===== src/rtl/bcp_pkg.sv =====
package bcp_pkg;

    localparam int CMD_W = 8;

    typedef enum logic [1:0] {
        PM_OUT    = 2'd0,
        PM_IN     = 2'd1,
        PM_BIDIR  = 2'd2,
        PM_BITCTL = 2'd3
    } port_mode_e;

    typedef enum logic [1:0] {
        DS_CMD,
        DS_IOSEL,
        DS_MASK
    } dec_state_e;

    typedef enum logic [2:0] {
        CK_VECTOR,
        CK_MODE,
        CK_INTCTL,
        CK_ENABLE,
        CK_NONE
    } cmd_kind_e;

    typedef struct packed {
        logic enable;
        logic use_and;
        logic act_high;
    } irq_cfg_t;

    // Sort a control word by its low bits; bit 0 low always means vector.
    function automatic cmd_kind_e classify(input logic [CMD_W-1:0] w);
        if (!w[0])                 return CK_VECTOR;
        else if (w[3:0] == 4'hF)   return CK_MODE;
        else if (w[3:0] == 4'h7)   return CK_INTCTL;
        else if (w[3:0] == 4'h3)   return CK_ENABLE;
        else                       return CK_NONE;
    endfunction

endpackage


===== src/rtl/bcp_cmd_decode.sv =====
module bcp_cmd_decode
    import bcp_pkg::*;
#(
    parameter int DW = 8
) (
    input  logic          clk,
    input  logic          rst,
    input  logic          wr_ctrl,
    input  logic [DW-1:0] wdata,
    output port_mode_e    mode,
    output logic [DW-1:0] iosel,
    output logic [DW-1:0] mask,
    output irq_cfg_t      cfg,
    output logic [DW-1:0] vector,
    output logic          clr_pend
);

    dec_state_e state_q;
    cmd_kind_e  kind;
    logic       cmd_phase;

    assign kind      = classify(wdata[CMD_W-1:0]);
    assign cmd_phase = wr_ctrl && (state_q == DS_CMD);
    assign clr_pend  = cmd_phase && (kind == CK_INTCTL) && wdata[4];

    always_ff @(posedge clk) begin
        if (rst) begin
            state_q <= DS_CMD;
            mode    <= PM_IN;
            iosel   <= '1;
            mask    <= '1;
            cfg     <= '0;
        end else if (wr_ctrl) begin
            case (state_q)
                DS_IOSEL: begin
                    iosel   <= wdata;
                    state_q <= DS_CMD;
                end
                DS_MASK: begin
                    mask    <= wdata;
                    state_q <= DS_CMD;
                end
                default: begin
                    case (kind)
                        CK_MODE: begin
                            mode <= port_mode_e'(wdata[CMD_W-1:CMD_W-2]);
                            if (wdata[CMD_W-1:CMD_W-2] == 2'b11)
                                state_q <= DS_IOSEL;
                        end
                        CK_INTCTL: begin
                            cfg <= '{enable: wdata[7], use_and: wdata[6],
                                     act_high: wdata[5]};
                            if (wdata[4])
                                state_q <= DS_MASK;
                        end
                        CK_ENABLE: cfg.enable <= wdata[7];
                        default: ;
                    endcase
                end
            endcase
        end
    end

    // Vector survives reset by design, so it has no reset branch.
    always_ff @(posedge clk) begin
        if (cmd_phase && kind == CK_VECTOR)
            vector <= {wdata[DW-1:1], 1'b0};
    end


    iosel_step_chk: assert property (@(posedge clk) disable iff (rst)
        (state_q == DS_IOSEL && wr_ctrl) |=>
            (state_q == DS_CMD && $stable(mode) && $stable(cfg)));


    mask_step_chk: assert property (@(posedge clk) disable iff (rst)
        (state_q == DS_MASK && wr_ctrl) |=>
            (state_q == DS_CMD && $stable(cfg) && $stable(iosel)));


    vector_lsb_chk: assert property (@(posedge clk) disable iff (rst)
        !(vector[0] === 1'b1));

endmodule


===== src/rtl/bcp_match_irq.sv =====
module bcp_match_irq
    import bcp_pkg::*;
#(
    parameter int DW = 8
) (
    input  logic          clk,
    input  logic          rst,
    input  port_mode_e    mode,
    input  logic [DW-1:0] pins,
    input  logic [DW-1:0] mask,
    input  irq_cfg_t      cfg,
    input  logic          clr_pend,
    output logic          irq
);

    logic [DW-1:0] hit;
    logic [DW-1:0] watch;
    logic          any_hit;
    logic          all_hit;
    logic          match_now;
    logic          match_q;
    logic          rise;
    logic          pend_q;

    assign hit       = cfg.act_high ? pins : ~pins;
    assign watch     = ~mask;
    assign any_hit   = |(hit & watch);
    assign all_hit   = &(hit | mask);
    assign match_now = (mode == PM_BITCTL) && (|watch) &&
                       (cfg.use_and ? all_hit : any_hit);
    assign rise      = match_now && !match_q;

    always_ff @(posedge clk) begin
        if (rst) begin
            match_q <= 1'b0;
            pend_q  <= 1'b0;
        end else begin
            match_q <= match_now;
            if (rise)
                pend_q <= 1'b1;
            else if (clr_pend)
                pend_q <= 1'b0;
        end
    end

    assign irq = pend_q && cfg.enable;


    pend_edge_chk: assert property (@(posedge clk) disable iff (rst)
        $rose(pend_q) |-> (match_q && !$past(match_q)));


    full_mask_chk: assert property (@(posedge clk) disable iff (rst)
        (mask == '1 && $past(mask == '1)) |-> !match_q);


    pend_clear_chk: assert property (@(posedge clk) disable iff (rst)
        (clr_pend && !rise) |=> !pend_q);

endmodule


===== src/rtl/bcp_data_path.sv =====
module bcp_data_path
    import bcp_pkg::*;
#(
    parameter int DW = 8
) (
    input  logic          clk,
    input  logic          rst,
    input  logic          wr_data,
    input  logic          rd_en,
    input  logic [DW-1:0] wdata,
    input  logic [DW-1:0] pins,
    input  port_mode_e    mode,
    input  logic [DW-1:0] iosel,
    output logic [DW-1:0] out_q,
    output logic [DW-1:0] rdata,
    output logic [DW-1:0] pin_oe
);

    logic [DW-1:0] take_pin;
    logic [DW-1:0] merged;

    always_comb begin
        case (mode)
            PM_BITCTL: begin
                take_pin = iosel;
                pin_oe   = ~iosel;
            end
            PM_OUT: begin
                take_pin = '0;
                pin_oe   = '1;
            end
            default: begin
                take_pin = '1;
                pin_oe   = '0;
            end
        endcase
    end

    for (genvar i = 0; i < DW; i++) begin : g_merge
        assign merged[i] = take_pin[i] ? pins[i] : out_q[i];
    end

    always_ff @(posedge clk) begin
        if (rst) begin
            out_q <= '0;
            rdata <= '0;
        end else begin
            if (wr_data)
                out_q <= wdata;
            if (rd_en)
                rdata <= merged;
        end
    end


    rdata_hold_chk: assert property (@(posedge clk) disable iff (rst)
        !$past(rd_en) |-> $stable(rdata));


    no_contention_chk: assert property (@(posedge clk) disable iff (rst)
        (mode == PM_BITCTL) |-> ((pin_oe & iosel) == '0));

endmodule


===== src/rtl/bcp_port.sv =====
module bcp_port
    import bcp_pkg::*;
#(
    parameter int DW = 8
) (
    input  logic          clk,
    input  logic          rst,
    input  logic          wr_en,
    input  logic          ctrl_sel,
    input  logic [DW-1:0] wdata,
    input  logic          rd_en,
    input  logic [DW-1:0] pin_in,
    output logic [DW-1:0] rdata,
    output logic [DW-1:0] pin_out,
    output logic [DW-1:0] pin_oe,
    output logic          irq,
    output logic [DW-1:0] vector,
    output logic [1:0]    mode
);

    port_mode_e    mode_s;
    logic [DW-1:0] iosel_s;
    logic [DW-1:0] mask_s;
    irq_cfg_t      cfg_s;
    logic          clr_s;
    logic          wr_ctrl;
    logic          wr_data;

    assign wr_ctrl = wr_en && ctrl_sel;
    assign wr_data = wr_en && !ctrl_sel;

    bcp_cmd_decode #(.DW(DW)) dec_i (
        .clk      (clk),
        .rst      (rst),
        .wr_ctrl  (wr_ctrl),
        .wdata    (wdata),
        .mode     (mode_s),
        .iosel    (iosel_s),
        .mask     (mask_s),
        .cfg      (cfg_s),
        .vector   (vector),
        .clr_pend (clr_s)
    );

    bcp_match_irq #(.DW(DW)) mon_i (
        .clk      (clk),
        .rst      (rst),
        .mode     (mode_s),
        .pins     (pin_in),
        .mask     (mask_s),
        .cfg      (cfg_s),
        .clr_pend (clr_s),
        .irq      (irq)
    );

    bcp_data_path #(.DW(DW)) dp_i (
        .clk     (clk),
        .rst     (rst),
        .wr_data (wr_data),
        .rd_en   (rd_en),
        .wdata   (wdata),
        .pins    (pin_in),
        .mode    (mode_s),
        .iosel   (iosel_s),
        .out_q   (pin_out),
        .rdata   (rdata),
        .pin_oe  (pin_oe)
    );

    assign mode = mode_s;


    reset_state_chk: assert property (@(posedge clk)
        $past(rst) |-> (!irq && pin_oe == '0 && pin_out == '0 && mode == 2'd1));

endmodule


===== config.mk =====
export PLATFORM = sky130hd
export DESIGN_NAME = bcp_port
export DESIGN_NICKNAME = d
export VERILOG_FILES = /design/src/rtl/bcp_pkg.sv /design/src/rtl/bcp_cmd_decode.sv /design/src/rtl/bcp_match_irq.sv /design/src/rtl/bcp_data_path.sv /design/src/rtl/bcp_port.sv
export SDC_FILE = /design/constraint.sdc
export NUM_CORES = 1
export LEC_CHECK = 0
export BUFFER_PORTS_ARGS = -buffer_cell sky130_fd_sc_hd__buf_2
export CELL_PAD_IN_SITES_DETAIL_PLACEMENT = 1
export CELL_PAD_IN_SITES_GLOBAL_PLACEMENT = 2
export CORE_UTILIZATION = 27
export CTS_CLUSTER_SIZE = 20
export DETAILED_ROUTE_END_ITERATION = 16
export GPL_TIMING_DRIVEN = 0
export PLACE_DENSITY = 0.81
export SYNTH_ARGS = -nofsm -noshare
export SYNTH_HDL_FRONTEND = slang
export SYNTH_SLANG_ARGS = --single-unit
export TNS_END_PERCENT = 1

===== constraint.sdc =====
create_clock -name clk -period 1.6 [get_ports clk]
set_clock_uncertainty 0.05 [all_clocks]
set_input_delay 0.4 -clock clk [delete_from_list [all_inputs] [get_ports clk]]
set_output_delay 0.4 -clock clk [all_outputs]
set_load 0.02 [all_outputs]

[Yosys cells after proc, flatten, opt, wreduce, memory -nomap -nowiden]
Cells that the tools add are included.
Word-level totals
  bits in registers: 48
  bits in latches: 0
  bits in writable memories: 0
  memory bits (read-only): 0
  input port bits: 21
  memories kept: 0
Cells by class
  add/subtract/negate cells: 0
  multiply operators: 0
  div/mod/pow operators: 0
  order comparisons: 0
  eq/ne operators: 12
  shifts and indexed selects: 0
  muxes and demuxes: 22
  bitwise gates (word level): 6
  reductions and logical operators: 28
Operators by type and width (number)
  case mux 8 bit (2 select lines): 2
  inverter 8 bit: 3
  OR reduction 8 bit: 2
  2-to-1 mux 3 bit: 4
  2-to-1 mux 1 bit: 11
  logical AND 1 bit: 10
  AND reduction 3 bit: 3
  bitwise AND 8 bit: 1
  2-to-1 mux 8 bit: 1
  bitwise OR 8 bit: 1
  AND reduction 8 bit: 1
  == test 2 bit, second input constant: 3
  == test 3 x 2 -> 1 bit, second input constant: 2
  2-to-1 mux 2 bit: 3
  == test 4 x 2 -> 1 bit, second input constant: 1
  == test 4 x 3 -> 1 bit, second input constant: 1
  == test 4 bit, second input constant: 1
  logical NOT 2 bit: 2
  case mux 2 bit (2 select lines): 1
  AND reduction 2 bit: 2
  AND reduction 4 bit: 1
  OR reduction 2 bit: 2
  == test 3 x 1 -> 1 bit, second input constant: 1
  logical NOT 3 bit: 1
  other kinds (7): 8

[Logic depth before layout (Yosys ltp)]
Gate-level depths: netlist of run 1.
  depth in word-level cells: 10
  mapped depth: 9
  depth with buffers taken out: 6

[By module]
Synthesis of run 1 repeated with hierarchy kept, for this count alone.
Second synthesis, totals
  cells, all modules: 282
  area, all modules: 2433.6 um^2
Modules (own cells, without submodules)
  bcp_cmd_decode: instances 1, cells each 128, area each 1206.2 um^2
  bcp_data_path: instances 1, cells each 113, area each 920.9 um^2
  bcp_match_irq: instances 1, cells each 39, area each 290.3 um^2
  bcp_port: instances 1, cells each 2, area each 16.3 um^2

[Least setup slack after synthesis of run 1]
OpenSTA, ideal clock, no wires.
  path kind: register -> register
  start point: register dec_i.mode[0]
  end point: register dp_i.rdata[4]
  setup time: 91 ps
  arrival time: 1639 ps
  slack: -180 ps
  cell stages (with the launch flop): 10
  path buffers: 3
  period minus slack after synthesis: 1780 ps
  cell sequence: dfxtp_1 inv_1 ha_1 buf_2 nor2b_1 clkbuf_1 buf_2 nor2_1 nand2_1 a311oi_1
On the way
  cells in the longest elaborated chain, start to end: 3
  elaborated cells between the ends (all ways): 4
  classes of those cells: 1 x eq/ne; 2 x mux; 1 x reduce/logical
RTL lines
  from (decl): RTL line bcp_cmd_decode.sv:10  | output port_mode_e mode,
  from (signal assigned): RTL line bcp_cmd_decode.sv:46  | mode <= port_mode_e'(wdata[CMD_W-1:CMD_W-2]);
  == test 2 bit or logical NOT 2 bit (tied branches): RTL line bcp_data_path.sv:23  | case (mode)
  case mux 8 bit (2 select lines) *: RTL line bcp_data_path.sv:23
  2-to-1 mux 1 bit *: RTL line bcp_data_path.sv:40  | assign merged[i] = take_pin[i] ? pins[i] : out_q[i];
  to (signal assigned): RTL line bcp_data_path.sv:51  | rdata <= merged;
  to (decl): RTL line bcp_data_path.sv:15  | output logic [DW-1:0] rdata,
Every way passes the cells marked *; elsewhere a longest branch is shown, timed or not.
A chain may end at the register's enable or synchronous reset.

[Final worst setup path of run 1]
  start point: register dec_i.mode[0]
  end point: output pin_oe[1]
On the way
  cells in the longest elaborated chain, start to end: 2
  elaborated cells between the ends (all ways): 3
  classes of those cells: 1 x eq/ne; 1 x mux; 1 x reduce/logical
RTL lines
  == test 2 bit or logical NOT 2 bit (tied branches): RTL line bcp_data_path.sv:23
  case mux 8 bit (2 select lines) *: RTL line bcp_data_path.sv:23
  to (decl): RTL line bcp_port.sv:15  | output logic [DW-1:0] pin_oe,
Marks and branches as above.

==> results.sh, run 1 <==
export IMPL_vias=2094
export IMPL_clk_pin_slew_ns=0.09
export IMPL_worstPathArrival_ns=1.38
export IMPL_grt_first_pass_wirelength_um=11400
export IMPL_slew_violations=0
export IMPL_syn_to_final_growth_pct=33.8
export IMPL_hold_path_class="input port to flop"
export IMPL_p_int_mw=1.81
export IMPL_insertion_delay_ns=0.30
export IMPL_num_rows=32
export IMPL_die_x_um=92.9
export IMPL_wl_per_cell_um=16.1
export IMPL_slew_headroom_pct=59.3
export IMPL_synth_fa_ha_area_share_pct=2.81
export IMPL_reg2regPathDepth=6
export IMPL_totalPowerFinal_mw=2.41
export IMPL_hold_viol_final=0
export IMPL_pwr_share_seq_pct=52.6
export IMPL_clkPwrFrac_pct=36.4
export IMPL_root_buffer="clkbuf_8"
export IMPL_fp_dieH_um=92.9
export IMPL_start_util_pct=28.4
export IMPL_synth_top_family_by_area="simple AND/OR/NAND/NOR gates"
export IMPL_grt_pass1_vias=2119
export IMPL_finalSetupViolCount=17
export IMPL_min_delay_worst_endpoint="dp_i.rdata[6]"
export IMPL_drv_cap=0
export IMPL_failed_checks="setup timing"
export IMPL_r2r_start="dec_i.cfg[0]"
export IMPL_htreeDepth=2
export IMPL_worst_slack_ns=-0.232
export IMPL_critPathKind="flop to output pin"
export IMPL_synth_area_leader_cell="dfxtp_1"
export IMPL_drc_errors=0
export IMPL_p_leak_nw=1.28
export IMPL_comb_power_share_pct=11.0
export IMPL_rsz0062_at_grt="yes"
export IMPL_yosysSeqAreaShare_pct=46.2
export IMPL_synth_most_common_cell="nor2_1"
export IMPL_ys_types=36
export IMPL_grt_max_degree=15
export IMPL_ys_flop_type="dfxtp_1"
export IMPL_pwr_density_cell_nw_per_um2=808
export IMPL_finalCritPeriodShare_pct=115
export IMPL_numClockSinks=48
export IMPL_crit_path_end_kind="output pin"
export IMPL_syn_cell_area_um2=2230
export IMPL_critPathMaxFanout=10
export IMPL_synthSimpleGateAreaFrac_pct=24.1
export IMPL_rrSetupSlack_ns=-0.16
export IMPL_gr_total_overflow=0
export IMPL_timing_rr_end="mon_i.pend_q"
export IMPL_cp_start_kind="flop"
export IMPL_core_um2=7850
export IMPL_cts_hold_buffers=0
export IMPL_antenna_cells=0
export IMPL_drt_iter0_drc=66
export IMPL_setup_tns_ns=-2.02
export IMPL_io_buffers=53
export IMPL_netSwitchingFraction_pct=25.1
export IMPL_drt_wl_total_um=6980
export IMPL_place_area_um2=2640
export IMPL_power_switching_mw=0.606
export IMPL_ys_top_cells_by_count="nor2_1 (46), dfxtp_1 (41), nand2_1 (39)"
export IMPL_final_antenna_net_count=0
export IMPL_cts_tree="built"
export IMPL_async_flop_share_pct=0
export IMPL_synth_compound_area_share_pct=13.5
export IMPL_synth_cells=266
export IMPL_hpwl_um=5150
export IMPL_fin_area_um2=2980
export IMPL_synth_xor_area_share_pct=3.14
export IMPL_max_vdd_ir_drop_v=0.000259
export IMPL_finalWeightedCongestion=0.917
export IMPL_nets=356
export IMPL_fmax_mhz=546
export IMPL_synth_seq_cells=48
export IMPL_synth_edf_count=7
export IMPL_die_area_um2=8630
export IMPL_synth_top_area_share_pct=36.8
export IMPL_cp_required_ns=1.15
export IMPL_syn_mean_instance_area_um2=8.38
export IMPL_muxShareOfSynthArea_pct=4.49
export IMPL_synth_nets=292
export IMPL_synth_area_top_cells="dfxtp_1 (37%), edfxtp_1 (9.4%), nor2_1 (7.7%), nand2_1 (6.6%), mux2i_1 (4.5%)"
export IMPL_dr_pass1_iters=4
export IMPL_hold_depth=2
export IMPL_antenna_found_initial=0
export IMPL_ios=56
export IMPL_clock_path_buffers=2
export IMPL_hold_path_startpoint="rst"
export IMPL_cts_buffers=5
export IMPL_track_usage_pct=17.3
export IMPL_tightest_slew_ns=0.611
export IMPL_status="finished, violations left"
export IMPL_drive_above_1_share_pct=30.5
export IMPL_ys_warn_count=0
export IMPL_period_needed_ns=1.83
export IMPL_vias_per_cell=4.84
flip-flops by register name (all words and copies together) (netlist names):
name / flops
dp_i.out_q: 8
mon_i.match_q: 1
dec_i.state_q: 2
dec_i.iosel: 8
dp_i.rdata: 8
dec_i.vector: 7
mon_i.pend_q: 1
dec_i.mode: 2
dec_i.mask: 8
dec_i.cfg: 3
final cells by class:
| cell class | instances | area [um2] |
|---|---|---|
| Tap cell | 102 | 128 |
| Clock inverter | 2 | 35.0 |
| Multi-Input combinational cell | 189 | 1240 |
| Buffer | 15 | 101 |
| Sequential cell | 48 | 1040 |
| Inverter | 13 | 48.8 |
| Clock buffer | 6 | 72.6 |
| Fill cell | 972 | 4860 |
| Timing Repair Buffer | 58 | 323 |
how the worst max path moves through the flow:
stage	start	end	slack (ns)
after CTS	dec_i.mode[1]	pin_oe[1]	-0.24
after global placement	ctrl_sel	dec_i.vector[5]	-0.32
after floorplan	dec_i.mode[0]	pin_oe[0]	-0.03
after global routing	dec_i.mode[0]	pin_oe[1]	-0.33
after detailed placement	ctrl_sel	dec_i.vector[1]	-0.37
final	dec_i.mode[0]	pin_oe[1]	-0.23
cells in the final DEF, fill, tap and decap left out, types with 3 or more instances in the layout:
cell,n
buf_4,15
a311oi_1,8
nor2b_4,8
nand2_1,39
clkbuf_8,6
o21ai_0,8
mux2i_1,10
xnor2_1,6
edfxtp_1,7
a21oi_1,4
nor2_2,3
buf_2,45
o22ai_1,4
dfxtp_1,38
clkbuf_1,8
nand4_1,3
inv_1,11
and3_1,3
o211ai_1,9
nor3_1,3
nor2_1,42
nand3_1,13
layer usage:
| layer | vias up | routed length [um] | GRT usage (%) |
|---|---|---|---|
| li1 | 1037 | - | - |
| met1 | 1000 | 3410 | 23.6 |
| met2 | 50 | 3270 | 28.4 |
| met3 | 7 | 238 | 2.63 |
| met4 | 0 | 60 | 4.23 |
| met5 | - | 0 | 0 |
power groups by stage:
stage | combinational (mW) | sequential (mW) | clock, mW
CTS | 0.265 | 1.27 | 0.898
global placement | 0.253 | 1.30 | 0
global route | 0.291 | 1.27 | 0.935
finish | 0.266 | 1.27 | 0.878
floorplan | 0.100 | 1.33 | 0
detailed placement | 0.255 | 1.30 | 0
worst max-delay path: stages (launching register included):
cell     delay, ns
dfxtp_4       0.38
ha_4          0.20
nor2b_4       0.19
nor2_1        0.05
nor2_1        0.10
buf_4         0.16
kinds of logic after synthesis:
kind of cell	Yosys count
fa+ha+maj	5
compound gates	42
buf+inv	29
flops	48
mux	10
xor+xnor	8
other cells	1
simple gates	123
metrics by stage:
step	hold WS, ns	instances	setup slack, ns	util (%)
floorplan	0.349	266	-0.0271	-
global placement	0.365	421	-0.325	33.6
detailed placement	0.366	421	-0.375	33.6
CTS	0.251	433	-0.239	37.6
global route	0.276	433	-0.331	38.0
finish	0.255	433	-0.232	38.0
repair_timing:
item	in CTS	in global routing
setup buffers	5	0
setup endpoints to repair	37	30
pin swaps	7	2
resized for setup	44	12
No activity file was read; power rests on OpenSTA's default activity.
==> inputs of run 2 (changes only) <==
GPL_TIMING_DRIVEN = 1   (was 0)
==> results.sh, run 2 (synthesis results as in run 1) <==
export IMPL_path_delay_family="flip-flops"
export IMPL_drv_cap=0
export IMPL_htreeDepth=2
export IMPL_antenna_found_initial=0
export IMPL_cp_slowest_cell="dfxtp_4"
export IMPL_worstPathArrival_ns=1.44
export IMPL_crit_top_cell="buf_4"
export IMPL_rsz0062_at_grt="yes"
export IMPL_cts_tree="built"
export IMPL_cts_buffers=5
export IMPL_place_area_um2=2800
export IMPL_track_usage_pct=17.6
export IMPL_slowest_delay_ns=0.37
export IMPL_grt_max_degree=23
export IMPL_ios=56
export IMPL_start_util_pct=28.4
export IMPL_root_buffer="clkbuf_8"
export IMPL_finish_utilization_pct=39.8
export IMPL_hpwl_um=5260
export IMPL_wl_per_cell_um=16.2
export IMPL_hold_viol_final=0
export IMPL_nets=370
export IMPL_crit_chain="ha_4, buf_4, nor2b_4, nor2_2, nor2_1, buf_4"
export IMPL_period_needed_ns=1.89
export IMPL_fp_dieH_um=92.9
export IMPL_setup_tns_ns=-2.10
export IMPL_totalPowerFinal_mw=2.38
export IMPL_status="finished, violations left"
export IMPL_crit_path_end_kind="output pin"
export IMPL_max_vdd_ir_drop_v=0.000338
export IMPL_die_x_um=92.9
export IMPL_drive_above_1_share_pct=36.5
export IMPL_critPathMaxFanout=4
export IMPL_crit_buf_inv=2
export IMPL_drt_iter0_drc=50
export IMPL_numClockSinks=48
export IMPL_io_buffers=54
export IMPL_slew_violations=0
export IMPL_vias=2140
export IMPL_hold_ws_ns=0.315
export IMPL_drt_wl_total_um=7250
export IMPL_num_rows=32
export IMPL_syn_to_final_growth_pct=40.2
export IMPL_grt_first_pass_wirelength_um=11500
export IMPL_final_cell_mix="buf_2 (46), nor2_1 (41), nand2_1 (39)"
export IMPL_cp_start_kind="flop"
export IMPL_critPathKind="flop to output pin"
export IMPL_dr_pass1_iters=4
export IMPL_drc_errors=0
export IMPL_p_leak_nw=1.39
export IMPL_clock_path_buffers=2
export IMPL_die_area_um2=8630
export IMPL_clk_pin_slew_ns=0.09
export IMPL_failed_checks="setup timing"
export IMPL_grt_pass1_vias=2184
export IMPL_antenna_cells=0
export IMPL_final_common_cell="buf_2"
export IMPL_finalSetupViolCount=11
export IMPL_final_antenna_net_count=0
export IMPL_pwr_density_cell_nw_per_um2=761
export IMPL_cp_required_ns=1.15
export IMPL_gr_total_overflow=0
export IMPL_vias_per_cell=4.79
export IMPL_fmax_mhz=530
export IMPL_fin_area_um2=3130
export IMPL_finalCritPeriodShare_pct=118
export IMPL_core_um2=7850
export IMPL_worst_slack_ns=-0.288
export IMPL_insertion_delay_ns=0.31
export IMPL_hold_path_class="input port to flop"
export IMPL_finalWeightedCongestion=0.845
## run 2: cell count changes in the layout (fill, tap and decap cells not counted), moves of 4 or more
cell,change
a311oi_1,-4
a311oi_2,+4
buf_4,+23
clkbuf_1,-7
## run 2: final timing paths
kind | start | end | slack [ns] | cells after the start
hold / removal | wdata[2] | dec_i.vector[2] | 0.31 | 1
setup reg to reg | dec_i.cfg[0] | mon_i.pend_q | -0.17 | 6
hold reg to reg | mon_i.match_q | mon_i.pend_q | 0.41 | 1
setup / recovery | dec_i.mode[0] | pin_oe[2] | -0.29 | 6
## run 2: worst register-to-register path, cell delays in order, from the launching register on
cell,delay (ns)
dfxtp_2,0.35
buf_12,0.15
xnor2_1,0.21
o22ai_1,0.13
o41ai_2,0.36
o2111ai_2,0.18
o31ai_1,0.26
## run 2: area by class of cell
type	instances	area [um2]
clock inverters	1	5.00
well taps	102	128
inverters	13	48.8
repair buffers	87	567
fillers	953	4720
multi-input cells	189	1240
flip-flops and latches	48	1040
clock buffers	7	97.6
## run 2: stage by stage
step           setup WS (ns)  cells
6_report              -0.288    447
5_1_grt               -0.380    447
4_1_cts               -0.279    444
3_5_place_dp          -0.179    436
3_3_place_gp         -0.0989    436
2_1_floorplan        -0.0271    266
## run 2: repair_timing
action,CTS,global route
resized for setup,21,26
pin swaps,5,7
endpoints found under the setup margin,13,21
cloned,0,0
endpoints found under the hold margin,0,0
setup buffers,0,3
hold buffers,0,0
## run 2: where the power goes
group	total, mW	switching, mW	internal [mW]
registers	1.27	0.0178	1.25
clock network	0.823	0.421	0.402
logic	0.288	0.178	0.110
total	2.38	0.617	1.76
## run 2: per-layer routing
layer  share of wire (%)  global-route usage (%)  vias up  wire [um]
met3                 3.7                    3.04       12        270
met5                   0                       0        -          0
met1                  47                    22.7     1014       3410
li1                    -                       -     1060          -
met4                 2.5                    7.69        0        180
met2                  47                    28.5       54       3390
==> inputs of run 3 (changes only) <==
CTS_BUF_LIST = sky130_fd_sc_hd__clkbuf_8   (was unset)
==> results.sh, run 3 (synthesis results as in run 1) <==
export IMPL_status="finished, violations left"
export IMPL_failed_checks="setup timing"
export IMPL_track_usage_pct=17.5
export IMPL_finalCritPeriodShare_pct=117
export IMPL_antenna_cells=0
export IMPL_place_area_um2=2800
export IMPL_grt_max_degree=23
export IMPL_critPathMaxFanout=4
export IMPL_r2r_start="dec_i.cfg[0]"
export IMPL_fmax_mhz=533
export IMPL_crit_end="pin_oe[2]"
export IMPL_p_leak_nw=1.38
export IMPL_worstPathArrival_ns=1.42
export IMPL_drv_cap=0
export IMPL_drive_above_1_share_pct=34.9
export IMPL_worst_slack_ns=-0.274
export IMPL_grt_pass1_vias=2184
export IMPL_cts_buffers=5
export IMPL_wl_per_cell_um=15.9
export IMPL_dr_pass1_iters=4
export IMPL_drc_errors=0
export IMPL_clock_path_buffers=2
export IMPL_die_area_um2=8630
export IMPL_hold_viol_final=0
export IMPL_cts_tree="built"
export IMPL_crit_start="dec_i.mode[1]"
export IMPL_instances_no_fill=446
export IMPL_start_util_pct=28.4
export IMPL_ios=56
export IMPL_clk_pin_slew_ns=0.09
export IMPL_period_needed_ns=1.87
export IMPL_drt_iter0_drc=51
export IMPL_vias=2135
export IMPL_finalSetupViolCount=10
export IMPL_insertion_delay_ns=0.30
export IMPL_syn_to_final_growth_pct=38.9
export IMPL_fin_area_um2=3100
export IMPL_nets=369
export IMPL_numClockSinks=48
export IMPL_grt_first_pass_wirelength_um=11500
export IMPL_cp_start_kind="flop"
export IMPL_num_rows=32
export IMPL_totalPowerFinal_mw=2.42
export IMPL_rrSetupSlack_ns=-0.13
export IMPL_drt_wl_total_um=7080
export IMPL_fp_dieH_um=92.9
export IMPL_finalWeightedCongestion=0.845
export IMPL_max_vdd_ir_drop_v=0.000345
export IMPL_dp_cells=436
export IMPL_final_antenna_net_count=0
export IMPL_vias_per_cell=4.79
export IMPL_hpwl_um=5260
export IMPL_crit_path_end_kind="output pin"
export IMPL_pwr_density_cell_nw_per_um2=781
export IMPL_root_buffer="clkbuf_8"
export IMPL_antenna_found_initial=0
export IMPL_rsz0062_at_grt="yes"
export IMPL_cts_hold_buffers=0
export IMPL_critPathKind="flop to output pin"
export IMPL_die_x_um=92.9
export IMPL_timing_rr_end="mon_i.pend_q"
export IMPL_core_um2=7850
export IMPL_slew_violations=0
export IMPL_hold_ws_ns=0.316
export IMPL_gr_total_overflow=0
export IMPL_reg2regPathDepth=6
export IMPL_final_cell_mix="buf_2 (46), nor2_1 (40), nand2_1 (39)"
export IMPL_cp_required_ns=1.15
export IMPL_final_common_cell="buf_2"
export IMPL_io_buffers=54
export IMPL_htreeDepth=2
export IMPL_hold_path_class="input port to flop"
## run 3: cell types whose count changed in the layout (fill, tap and decap cells not counted), sizes merged
cell / delta
inv: +1
buf: -1
bufinv: +1
clkbuf: -2
## run 3: report_power, final
part	internal, mW	switching (mW)	total (mW)	leakage (nW)
combinational	0.106	0.174	0.280	0.919
sequential	1.25	0.0180	1.27	0.400
clock	0.458	0.412	0.870	0.0593
## run 3: how the worst min path moves through the flow
stage               cells after the start  slack (ns)          start         endpoint
floorplan                               1        0.35  mon_i.match_q     mon_i.pend_q
global placement                        1        0.35  mon_i.match_q     mon_i.pend_q
detailed placement                      1        0.39  mon_i.match_q     mon_i.pend_q
CTS                                     1        0.31       wdata[2]  dec_i.vector[2]
global route                            1        0.31       wdata[2]  dec_i.vector[2]
finish                                  1        0.32       wdata[2]  dec_i.vector[2]
## run 3: through the flow
stage / utilization [%] / setup WS [ns] / setup TNS (ns)
global route: 39.5 / -0.339 / -3.00
finish: 39.5 / -0.274 / -1.95
CTS: 38.4 / -0.277 / -2.18
detailed placement: 35.7 / -0.179 / -0.767
global placement: 35.7 / -0.0989 / -0.439
floorplan: - / -0.0271 / -0.268
## run 3: per-layer routing
| layer | global-route usage [%] | up-vias | part of all wire (%) |
|---|---|---|---|
| li1 | - | 1060 | - |
| met1 | 22.8 | 1018 | 47 |
| met2 | 28.6 | 49 | 47 |
| met3 | 3.37 | 8 | 4.1 |
| met4 | 6.28 | 0 | 1.8 |
| met5 | 0 | - | 0 |
## run 3: layout make-up
| type | instances | area [um2] |
|---|---|---|
| clock buffers | 5 | 68.8 |
| clock inverters | 3 | 38.8 |
| fillers | 959 | 4750 |
| inverters | 13 | 48.8 |
| multi-input cells | 189 | 1220 |
| flip-flops and latches | 48 | 1040 |
| well taps | 102 | 128 |
| repair buffers | 86 | 554 |
## run 3: critical path, stage by stage (launching register included)
cell	delay (ns)
dfxtp_4	0.37
ha_4	0.18
buf_6	0.12
nor2b_4	0.12
nor2_2	0.13
nor2_1	0.06
buf_4	0.15
## run 3: what timing repair did
item	4_1_cts	5_1_grt
buffers inserted	1	1
resized for setup	26	20
pin swaps	6	6
endpoints found under the setup margin	13	22
